File: config.mk
export PLATFORM = sky130hd
export DESIGN_NAME = clocked_vfc
export DESIGN_NICKNAME = d
export VERILOG_FILES = /design/src/rtl/cvfc_pkg.sv /design/src/rtl/cvfc_edge_sync.sv /design/src/rtl/cvfc_integrator.sv /design/src/rtl/cvfc_ctrl.sv /design/src/rtl/clocked_vfc.sv
export SDC_FILE = /design/constraint.sdc
export NUM_CORES = 1
export LEC_CHECK = 0
export ABC_CLOCK_PERIOD_IN_PS = 7500
export BUFFER_PORTS_ARGS = -buffer_cell sky130_fd_sc_hd__buf_2
export CAP_MARGIN = 30
export CELL_PAD_IN_SITES_DETAIL_PLACEMENT = 1
export CELL_PAD_IN_SITES_GLOBAL_PLACEMENT = 2
export CORE_AREA = 2 2 80 82
export CTS_CLUSTER_SIZE = 24
export DETAILED_ROUTE_END_ITERATION = 7
export DIE_AREA = 0 0 82 84
export GPL_ROUTABILITY_DRIVEN = 0
export PLACE_DENSITY = 0.81
export SETUP_SLACK_MARGIN = 0.02
export SKIP_CTS_REPAIR_TIMING = 1
export SLEW_MARGIN = 20
export SYNTH_ARGS = -nofsm -noshare
export SYNTH_HDL_FRONTEND = slang
export SYNTH_SLANG_ARGS = --single-unit
File: constraint.sdc
create_clock -name clk -period 7.5 [get_ports clk]
set_clock_uncertainty 0.2 [all_clocks]
set_input_delay 0 -clock clk [delete_from_list [all_inputs] [get_ports clk]]
set_output_delay 0 -clock clk [all_outputs]
set_load 0.02 [all_outputs]
File: src/rtl/cvfc_pkg.sv
package cvfc_pkg;

  typedef enum logic [1:0] {
    S_IDLE      = 2'd0,
    S_WAIT_FALL = 2'd1,
    S_WAIT_RISE = 2'd2,
    S_RESET     = 2'd3
  } vfc_state_t;

endpackage

File: src/rtl/cvfc_edge_sync.sv
module cvfc_edge_sync #(
  parameter int SYNC_STAGES = 2
) (
  input  logic clk,
  input  logic rst_n,
  input  logic async_i,
  output logic rise_o,
  output logic fall_o
);

  logic [SYNC_STAGES-1:0] chain_q;
  logic [SYNC_STAGES-1:0] chain_d;
  logic                   last_q;

  generate
    if (SYNC_STAGES == 1) begin : g_one
      always_comb chain_d = async_i;
    end else begin : g_many
      always_comb chain_d = {chain_q[SYNC_STAGES-2:0], async_i};
    end
  endgenerate

  always_ff @(posedge clk or negedge rst_n) begin
    if (!rst_n) begin
      chain_q <= '0;
      last_q  <= 1'b0;
    end else begin
      chain_q <= chain_d;
      last_q  <= chain_q[SYNC_STAGES-1];
    end
  end

  assign rise_o =  chain_q[SYNC_STAGES-1] & ~last_q;
  assign fall_o = ~chain_q[SYNC_STAGES-1] &  last_q;

  // a detected edge is one cycle wide
  a_r3_single_edge: assert property (@(posedge clk) disable iff (!rst_n)
    rise_o |=> !rise_o);

endmodule

File: src/rtl/cvfc_integrator.sv
module cvfc_integrator #(
  parameter int IN_W       = 8,
  parameter int FULL_SCALE = 200,
  parameter int ACC_W      = 13
) (
  input  logic            clk,
  input  logic            rst_n,
  input  logic            rise_i,
  input  logic            charge_i,
  input  logic [IN_W-1:0] level_i,
  output logic            trip_o,
  output logic            overrange_o
);

  localparam int REF_CHARGE = 2 * FULL_SCALE;
  localparam int FLOOR_MAG  = 4 * FULL_SCALE;
  localparam logic signed [ACC_W-1:0] REF_C   = ACC_W'(REF_CHARGE);
  localparam logic signed [ACC_W-1:0] FLOOR_C = ACC_W'(-FLOOR_MAG);

  logic signed [ACC_W-1:0] acc_q, acc_d;
  logic signed [ACC_W-1:0] lvl_s;
  logic signed [ACC_W-1:0] sum;
  logic                    clamp;
  logic                    ovr_q, ovr_d;

  assign lvl_s = $signed({{(ACC_W-IN_W){1'b0}}, level_i});

  always_comb begin
    sum = acc_q - lvl_s;
    if (charge_i) begin
      sum = sum + REF_C;
    end
    clamp = (sum <= FLOOR_C);
    acc_d = acc_q;
    if (rise_i) begin
      acc_d = clamp ? FLOOR_C : sum;
    end
    ovr_d = ovr_q;
    if (rise_i && clamp) begin
      ovr_d = 1'b1;
    end else if (!acc_q[ACC_W-1]) begin
      ovr_d = 1'b0;
    end
  end

  always_ff @(posedge clk or negedge rst_n) begin
    if (!rst_n) begin
      acc_q <= '0;
      ovr_q <= 1'b0;
    end else begin
      if (rise_i) begin
        acc_q <= acc_d;
      end
      ovr_q <= ovr_d;
    end
  end

  assign trip_o      = acc_q[ACC_W-1];
  assign overrange_o = ovr_q;

  // the accumulator only moves on a conversion-clock rising edge
  a_r2_hold_between_edges: assert property (@(posedge clk) disable iff (!rst_n)
    !rise_i |=> $stable(acc_q));

  // never below the floor
  a_r6_floor: assert property (@(posedge clk) disable iff (!rst_n)
    acc_q >= FLOOR_C);

  // sitting at the floor means the flag is up
  a_r6_flag_at_floor: assert property (@(posedge clk) disable iff (!rst_n)
    (acc_q == FLOOR_C) |-> overrange_o);

  // flag is down whenever the accumulator is non-negative on a quiet cycle
  a_r7_flag_clears: assert property (@(posedge clk) disable iff (!rst_n)
    (!acc_q[ACC_W-1] && !rise_i) |=> !overrange_o);

endmodule

File: src/rtl/cvfc_ctrl.sv
module cvfc_ctrl
  import cvfc_pkg::*;
#(
  parameter int CNT_W      = 8,
  parameter bit STRETCH_EN = 1'b1
) (
  input  logic             clk,
  input  logic             rst_n,
  input  logic             rise_i,
  input  logic             fall_i,
  input  logic             trip_i,
  input  logic [CNT_W-1:0] stretch_len_i,
  output logic             charge_o,
  output logic             pulse_n_o
);

  vfc_state_t       st_q, st_d;
  logic [CNT_W-1:0] cnt_q, cnt_d;
  logic             start;
  logic             stretch_idle;
  logic             pulse_n_q, pulse_n_d;

  assign stretch_idle = (cnt_q == '0);
  assign start        = (st_q == S_WAIT_RISE) && rise_i && stretch_idle;

  always_comb begin
    st_d = st_q;
    unique case (st_q)
      S_IDLE:      if (trip_i) st_d = S_WAIT_FALL;
      S_WAIT_FALL: if (fall_i) st_d = S_WAIT_RISE;
      S_WAIT_RISE: if (start)  st_d = S_RESET;
      S_RESET:     if (rise_i) st_d = S_IDLE;
      default:     st_d = S_IDLE;
    endcase
  end

  generate
    if (STRETCH_EN) begin : g_stretch
      always_comb begin
        if (start) begin
          cnt_d = stretch_len_i;
        end else if (cnt_q != '0) begin
          cnt_d = cnt_q - 1'b1;
        end else begin
          cnt_d = cnt_q;
        end
      end

      // no reset period may begin while the stretch count runs
      a_r8_no_early_start: assert property (@(posedge clk) disable iff (!rst_n)
        (st_q == S_WAIT_RISE && cnt_q != '0) |=> (st_q != S_RESET));
    end else begin : g_plain
      always_comb cnt_d = '0;
    end
  endgenerate

  assign pulse_n_d = !((st_d == S_RESET) || (cnt_d != '0));

  always_ff @(posedge clk or negedge rst_n) begin
    if (!rst_n) begin
      st_q      <= S_IDLE;
      cnt_q     <= '0;
      pulse_n_q <= 1'b1;
    end else begin
      st_q      <= st_d;
      cnt_q     <= cnt_d;
      pulse_n_q <= pulse_n_d;
    end
  end

  assign charge_o  = (st_q == S_RESET);
  assign pulse_n_o = pulse_n_q;

  // every leading edge of the pulse follows a detected rising edge
  a_r3_fall_on_rise: assert property (@(posedge clk) disable iff (!rst_n)
    $fell(pulse_n_o) |-> $past(rise_i));

  // a reset period is left only on a rising edge
  a_r4_full_period: assert property (@(posedge clk) disable iff (!rst_n)
    (st_q == S_RESET && !rise_i) |=> (st_q == S_RESET));

  // output is low throughout a reset period
  a_r4_low_in_reset: assert property (@(posedge clk) disable iff (!rst_n)
    (st_q == S_RESET) |-> !pulse_n_o);

endmodule

File: src/rtl/clocked_vfc.sv
module clocked_vfc #(
  parameter int IN_W        = 8,
  parameter int FULL_SCALE  = 200,
  parameter int CNT_W       = 8,
  parameter int SYNC_STAGES = 2,
  parameter bit STRETCH_EN  = 1'b1
) (
  input  logic             clk,
  input  logic             rst_n,
  input  logic             conv_clk_i,
  input  logic [IN_W-1:0]  level_i,
  input  logic [CNT_W-1:0] stretch_len_i,
  output logic             pulse_n_o,
  output logic             overrange_o
);

  localparam int SPAN  = 6 * FULL_SCALE + (1 << IN_W);
  localparam int ACC_W = $clog2(SPAN) + 2;

  logic rise, fall, trip, charge;

  cvfc_edge_sync #(
    .SYNC_STAGES (SYNC_STAGES)
  ) u_sync (
    .clk     (clk),
    .rst_n   (rst_n),
    .async_i (conv_clk_i),
    .rise_o  (rise),
    .fall_o  (fall)
  );

  cvfc_integrator #(
    .IN_W       (IN_W),
    .FULL_SCALE (FULL_SCALE),
    .ACC_W      (ACC_W)
  ) u_integ (
    .clk         (clk),
    .rst_n       (rst_n),
    .rise_i      (rise),
    .charge_i    (charge),
    .level_i     (level_i),
    .trip_o      (trip),
    .overrange_o (overrange_o)
  );

  cvfc_ctrl #(
    .CNT_W      (CNT_W),
    .STRETCH_EN (STRETCH_EN)
  ) u_ctrl (
    .clk           (clk),
    .rst_n         (rst_n),
    .rise_i        (rise),
    .fall_i        (fall),
    .trip_i        (trip),
    .stretch_len_i (stretch_len_i),
    .charge_o      (charge),
    .pulse_n_o     (pulse_n_o)
  );

  // quiet outputs in the first cycle after reset release
  a_r1_reset_quiet: assert property (@(posedge clk)
    $rose(rst_n) |-> (pulse_n_o && !overrange_o));

endmodule

Word level (Yosys, flattened, before mapping)
Index checks and enable logic that the tools add are counted.
Widths: inputs -> output; s select.
Storage, ports and cells
  input port bits: 19
  logic and storage cells: 40
  register bits after elaboration: 28
Cells by class
  mux-type cells: 11
  equal/unequal tests: 5
  reduce and logical (&&, ||, !) cells: 9
  order comparisons: 1
  $add $sub $neg: 3
  bitwise gates (word level): 4
Operators by type and width (number)
  $mux 13: 2
  $mux 8: 2
  $reduce_bool 8->1: 2
  $add 13x10->13 const B: 1
  $le 13x11->1 const B: 1
  $sub 13x9->13: 1
  $logic_not 8->1: 1
  $mux 2: 4
  $pmux 2 s4: 1
  $sub 8x1->8 const B: 1
  $eq 2x2->1 const B: 3
  $logic_and 1x1->1: 3
  $and 1x1->1: 2
  $eq 2x1->1 const B: 1
  $logic_not 2->1: 1
  $mux 1: 2
  $ne 2x2->1 const B: 1
  $not 1->1: 2
  $logic_not 1->1: 1
  $logic_or 1x1->1: 1

Longest topological paths before layout
  depth in word-level cells: 9
  mapped depth: 15
  depth with buffers taken out: 15

Modules after synthesis
A second synthesis with hierarchy kept.
Second synthesis, totals
  cell total of the unflattened synthesis: 279
  area, all modules: 2346.0 um2
By module, submodules not included
  cvfc_integrator: area each 1516.5 um2, cells each 188, times used 1
  cvfc_ctrl: area each 739.5 um2, cells each 86, times used 1
  cvfc_edge_sync: area each 90.1 um2, cells each 5, times used 1

Worst setup path before layout
Ideal clock, no wire load.
  path kind: register -> register
  start point: register u_integ.acc_q[0]
  end point: register u_integ.acc_q[8]
  arrival: 3.206 ns
  data required time: 7.206 ns
  setup slack: 4.000 ns
  clock period less this slack: 3.500 ns
  stages on the path, launching flop included: 15
  cells stage by stage: dfrtp_1 inv_1 ha_1 fa_1 nand2b_1 a21oi_1 xor2_1 ha_1 nand2b_1 mux2i_2 nor3_1 o32a_1 xnor2_4 o211ai_4 a221oi_2
On the way
  longest elaborated chain between the ends: 5
RTL lines
  start, declared: line cvfc_integrator.sv:20  | logic signed [ACC_W-1:0] acc_q, acc_d;
  start signal, assigned: line cvfc_integrator.sv:48  | acc_q <= '0;
  start signal, assigned: line cvfc_integrator.sv:52  | acc_q <= acc_d;
  $sub 13x9->13 (*): line cvfc_integrator.sv:29  | sum = acc_q - lvl_s;
  $add 13x10->13: line cvfc_integrator.sv:31  | sum = sum + REF_C;
  $mux 13 (*): line cvfc_integrator.sv:30  | if (charge_i) begin
  $le 13x11->1: line cvfc_integrator.sv:33  | clamp = (sum <= FLOOR_C);
  $mux 13 (*): line cvfc_integrator.sv:36  | acc_d = clamp ? FLOOR_C : sum;
Mark *: on every way between the ends. The rest lies on a longest branch, timed or not.
A chain may end at the register's enable or synchronous reset.

Worst setup path in the final report
Ends and elaborated chain as after synthesis.

==> flow_metrics.env <==
export IMPL_final_nets=318
export IMPL_grt_pass1_wl_um=10300
export IMPL_pwr_share_clk=0.095
export IMPL_dp_hpwl_um=4710
export IMPL_netlist_area_mm2=0.00234
export IMPL_arrival_ns=3.94
export IMPL_ios=21
export IMPL_cts_root_buf="clkbuf_8"
export IMPL_setup_tns_final_ns=0
export IMPL_dr_pass1_iters=4
export IMPL_holdWs_ns=-0.0210
export IMPL_postLayoutCellArea_mm2=0.00264
export IMPL_violations="negative hold slack"
export IMPL_cts_sinks=28
export IMPL_power_share_switching=0.489
export IMPL_fin_ws_ns=3.56
export IMPL_synth_edff_count=0
export IMPL_slew_violations=0
export IMPL_cap_viol_max_count=0
export IMPL_cts_max_path_buffers=2
export IMPL_leakagePower_nw=1.09
export IMPL_route_detailed_drc=0
export IMPL_final_util=0.433
export IMPL_synthArstFlopShare=1.00
export IMPL_multi_input_area_mm2=0.00154
export IMPL_areaGrowthSynthToFinish_pct=12.6
export IMPL_drtIter0Drc=27
export IMPL_num_rows=29
export IMPL_vdd_drop_max_uv=144
export IMPL_avgSynthCellArea_um2=8.88
export IMPL_crit_type="reg -> reg"
export IMPL_antenna_left=0
export IMPL_cp_cell_sequence="inv_1, ha_1, fa_1, nand2b_1, a21oi_1, xor2_1, ha_1, nand2_1, mux2i_2, nor3_1, o32a_1, xnor2_4, o211ai_4, a221oi_2"
export IMPL_diodes=0
export IMPL_wl_um=5980
export IMPL_drive_gt1_frac=0.185
export IMPL_tritoncts="done"
export IMPL_core_mm2=0.00610
export IMPL_crit_path_max_incr_delay_ns=0.45
export IMPL_fillers=749
export IMPL_place_ws_ns=3.57
export IMPL_cp_required_ns=7.50
export IMPL_setup_viol=0
export IMPL_crit_path_start_kind="flop"
export IMPL_max_freq_mhz=254
export IMPL_layout_cells_most_common_list="27 x dfrtp_1, 24 x nand2_1, 22 x nor2_1, 22 x a21oi_1, 21 x buf_2"
export IMPL_pwr_share_seq=0.243
export IMPL_h_tree_depth=1
export IMPL_min_from="stretch_len_i[7]"
export IMPL_yosys_warnings=0
export IMPL_synthFlopType="dfrtp_1"
export IMPL_cts_buffers=3
export IMPL_grt_overflow=0
export IMPL_power_total_mw=1.01
export IMPL_antenna_found_initial=0
export IMPL_ys_seq_area_frac=0.299
export IMPL_placed_area_mm2=0.00249
export IMPL_clock_latency_ns=0.29
export IMPL_yosysUniqueCellTypes=67
export IMPL_crit_fanout=7
export IMPL_reg2reg_from="u_integ.acc_q[0]$_DFFE_PN0P_"
export IMPL_hold_viol=1
export IMPL_die_x_um=82
export IMPL_grt_max_degree=29
export IMPL_pwr_share_comb=0.662
export IMPL_min_period_over_period=0.525
export IMPL_p_sw_mw=0.495
export IMPL_crit_buf_inv=1
export IMPL_internal_power_mw=0.517
export IMPL_register_area_um2=702
export IMPL_power_density_mw_per_mm2=383
export IMPL_initial_core_util=0.385
export IMPL_grt_pass1_vias=2088
export IMPL_layout_min_cycle_time_ns=3.94
export IMPL_synth_seq_cells=28
export IMPL_wl_per_cell_um=16.4
export IMPL_slew_headroom=0.557
export IMPL_critical_path_top_delay_family="compound AO/OA/AOI/OAI gates"
export IMPL_grt_total_usage=0.191
export IMPL_critical_path_startpoint="u_integ.acc_q[0]$_DFFE_PN0P_"
export IMPL_vias=2014
export IMPL_syn_nets=294
export IMPL_outcome="finished with violations"
export IMPL_rsz0062_at_grt="false"
export IMPL_critPathCaptureType="flop"
export IMPL_worst_pin_slew_ns=0.664
export IMPL_io_buffer_count=20
export IMPL_die_h_um=84
export IMPL_via_per_inst=5.53
export IMPL_clk_pin_slew_worst_paths_ns=0.09
export IMPL_final_common_cell="dfrtp_1"
export IMPL_die_area_mm2=0.00689
export IMPL_synth_cells=264
export IMPL_hp_class="in -> reg"
export IMPL_cp_slowest_cell="o32a_1"
export IMPL_crit_path_frequent_cell="ha_1"
-- worst paths after layout --
| kind | to | slack, ns | depth (start not counted) |
|---|---|---|---|
| min | u_ctrl.cnt_q[7]$_DFF_PN0_ | -0.02 | 4 |
| max | u_integ.acc_q[8]$_DFFE_PN0P_ | 3.56 | 14 |
| min in group asynchronous | u_integ.overrange_o$_DFFE_PN0P_ | 0.06 | 2 |
| max reg2reg | u_integ.acc_q[8]$_DFFE_PN0P_ | 3.56 | 14 |
| min reg2reg | u_sync.chain_q[1]$_DFF_PN0_ | 0.16 | 0 |
| max in group asynchronous | u_sync.chain_q[1]$_DFF_PN0_ | 6.62 | 2 |
-- flip-flops by register name, indices dropped and copies added, names as in the netlist --
register             cells
u_integ.acc_q           13
u_ctrl.st_q              2
u_sync.chain_q           2
u_ctrl.cnt_q             8
u_integ.overrange_o      1
u_sync.last_q            1
u_ctrl.pulse_n_o         1
-- cell families after synthesis --
family | share of synthesized area
simple gates | 0.218
flops | 0.299
mux | 0.0512
xor+xnor | 0.0966
fa+ha+maj | 0.0619
compound gates | 0.227
buf+inv | 0.0454
-- power by group through the flow --
stage | Clock (mW) | Sequential, mW | Combinational (mW)
after global placement | 0 | 0.248 | 0.649
after global routing | 0.103 | 0.252 | 0.748
final | 0.0965 | 0.246 | 0.670
after floorplan | 0 | 0.218 | 0.559
after CTS | 0.0991 | 0.247 | 0.665
after detailed placement | 0 | 0.250 | 0.661
-- synthesized netlist by cell type (all sizes together), types with 2 or more instances --
master | instances | area, um2
a211o | 3 | 26.3
a211oi | 3 | 32.5
a21o | 3 | 22.5
a21oi | 25 | 144
a31oi | 4 | 25.0
and2 | 5 | 33.8
and3 | 2 | 12.5
buf | 5 | 31.3
clkbuf | 7 | 26.3
dfrtp | 27 | 676
ha | 10 | 125
inv | 13 | 48.8
mux2 | 3 | 33.8
mux2i | 6 | 63.8
nand2 | 24 | 90.1
nand2b | 7 | 43.8
nand3 | 8 | 40.0
nor2 | 25 | 101
nor3 | 6 | 41.3
nor4 | 2 | 12.5
nor4b | 2 | 17.5
o2111ai | 2 | 17.5
o211a | 2 | 20.0
o211ai | 6 | 68.8
o21ai | 7 | 35.0
o22ai | 2 | 12.5
o31ai | 3 | 22.5
or2 | 2 | 12.5
or3 | 5 | 36.3
or4 | 3 | 22.5
xnor2 | 15 | 158
xor2 | 7 | 68.8
-- worst reg2reg max path, cell delays in order, from the launching register on --
cell and delay (ns):
dfrtp_1 0.35, inv_1 0.05, ha_1 0.19, fa_1 0.40, nand2b_1 0.19, a21oi_1 0.17, xor2_1 0.36, ha_1 0.31
nand2_1 0.09, mux2i_2 0.33, nor3_1 0.12, o32a_1 0.45, xnor2_4 0.22, o211ai_4 0.16, a221oi_2 0.28
-- cell type report --
class                      count  area share
timing repair buffer          31      0.0767
tap                           77      0.0365
clock buffer                   4      0.0208
inverter                      13      0.0185
sequential                    28       0.266
multi-input combinational    211       0.582
-- per-stage QoR --
stage	cells	hold WS, ns
after floorplan	264	-0.496
after global placement	349	-0.143
after detailed placement	350	-0.140
after CTS	354	-0.453
after global routing	364	0.00195
final	364	-0.0210
-- routing by layer --
layer | up-vias | track usage | wire length, um | part of all wire
met5 | - | 0 | 0 | 0
met4 | 0 | 0.0591 | 121 | 0.020
met3 | 10 | 0.0238 | 121 | 0.020
met2 | 22 | 0.323 | 3040 | 0.51
met1 | 978 | 0.249 | 2700 | 0.45
li1 | 1004 | - | - | -
(Power assumes the default switching activity.)
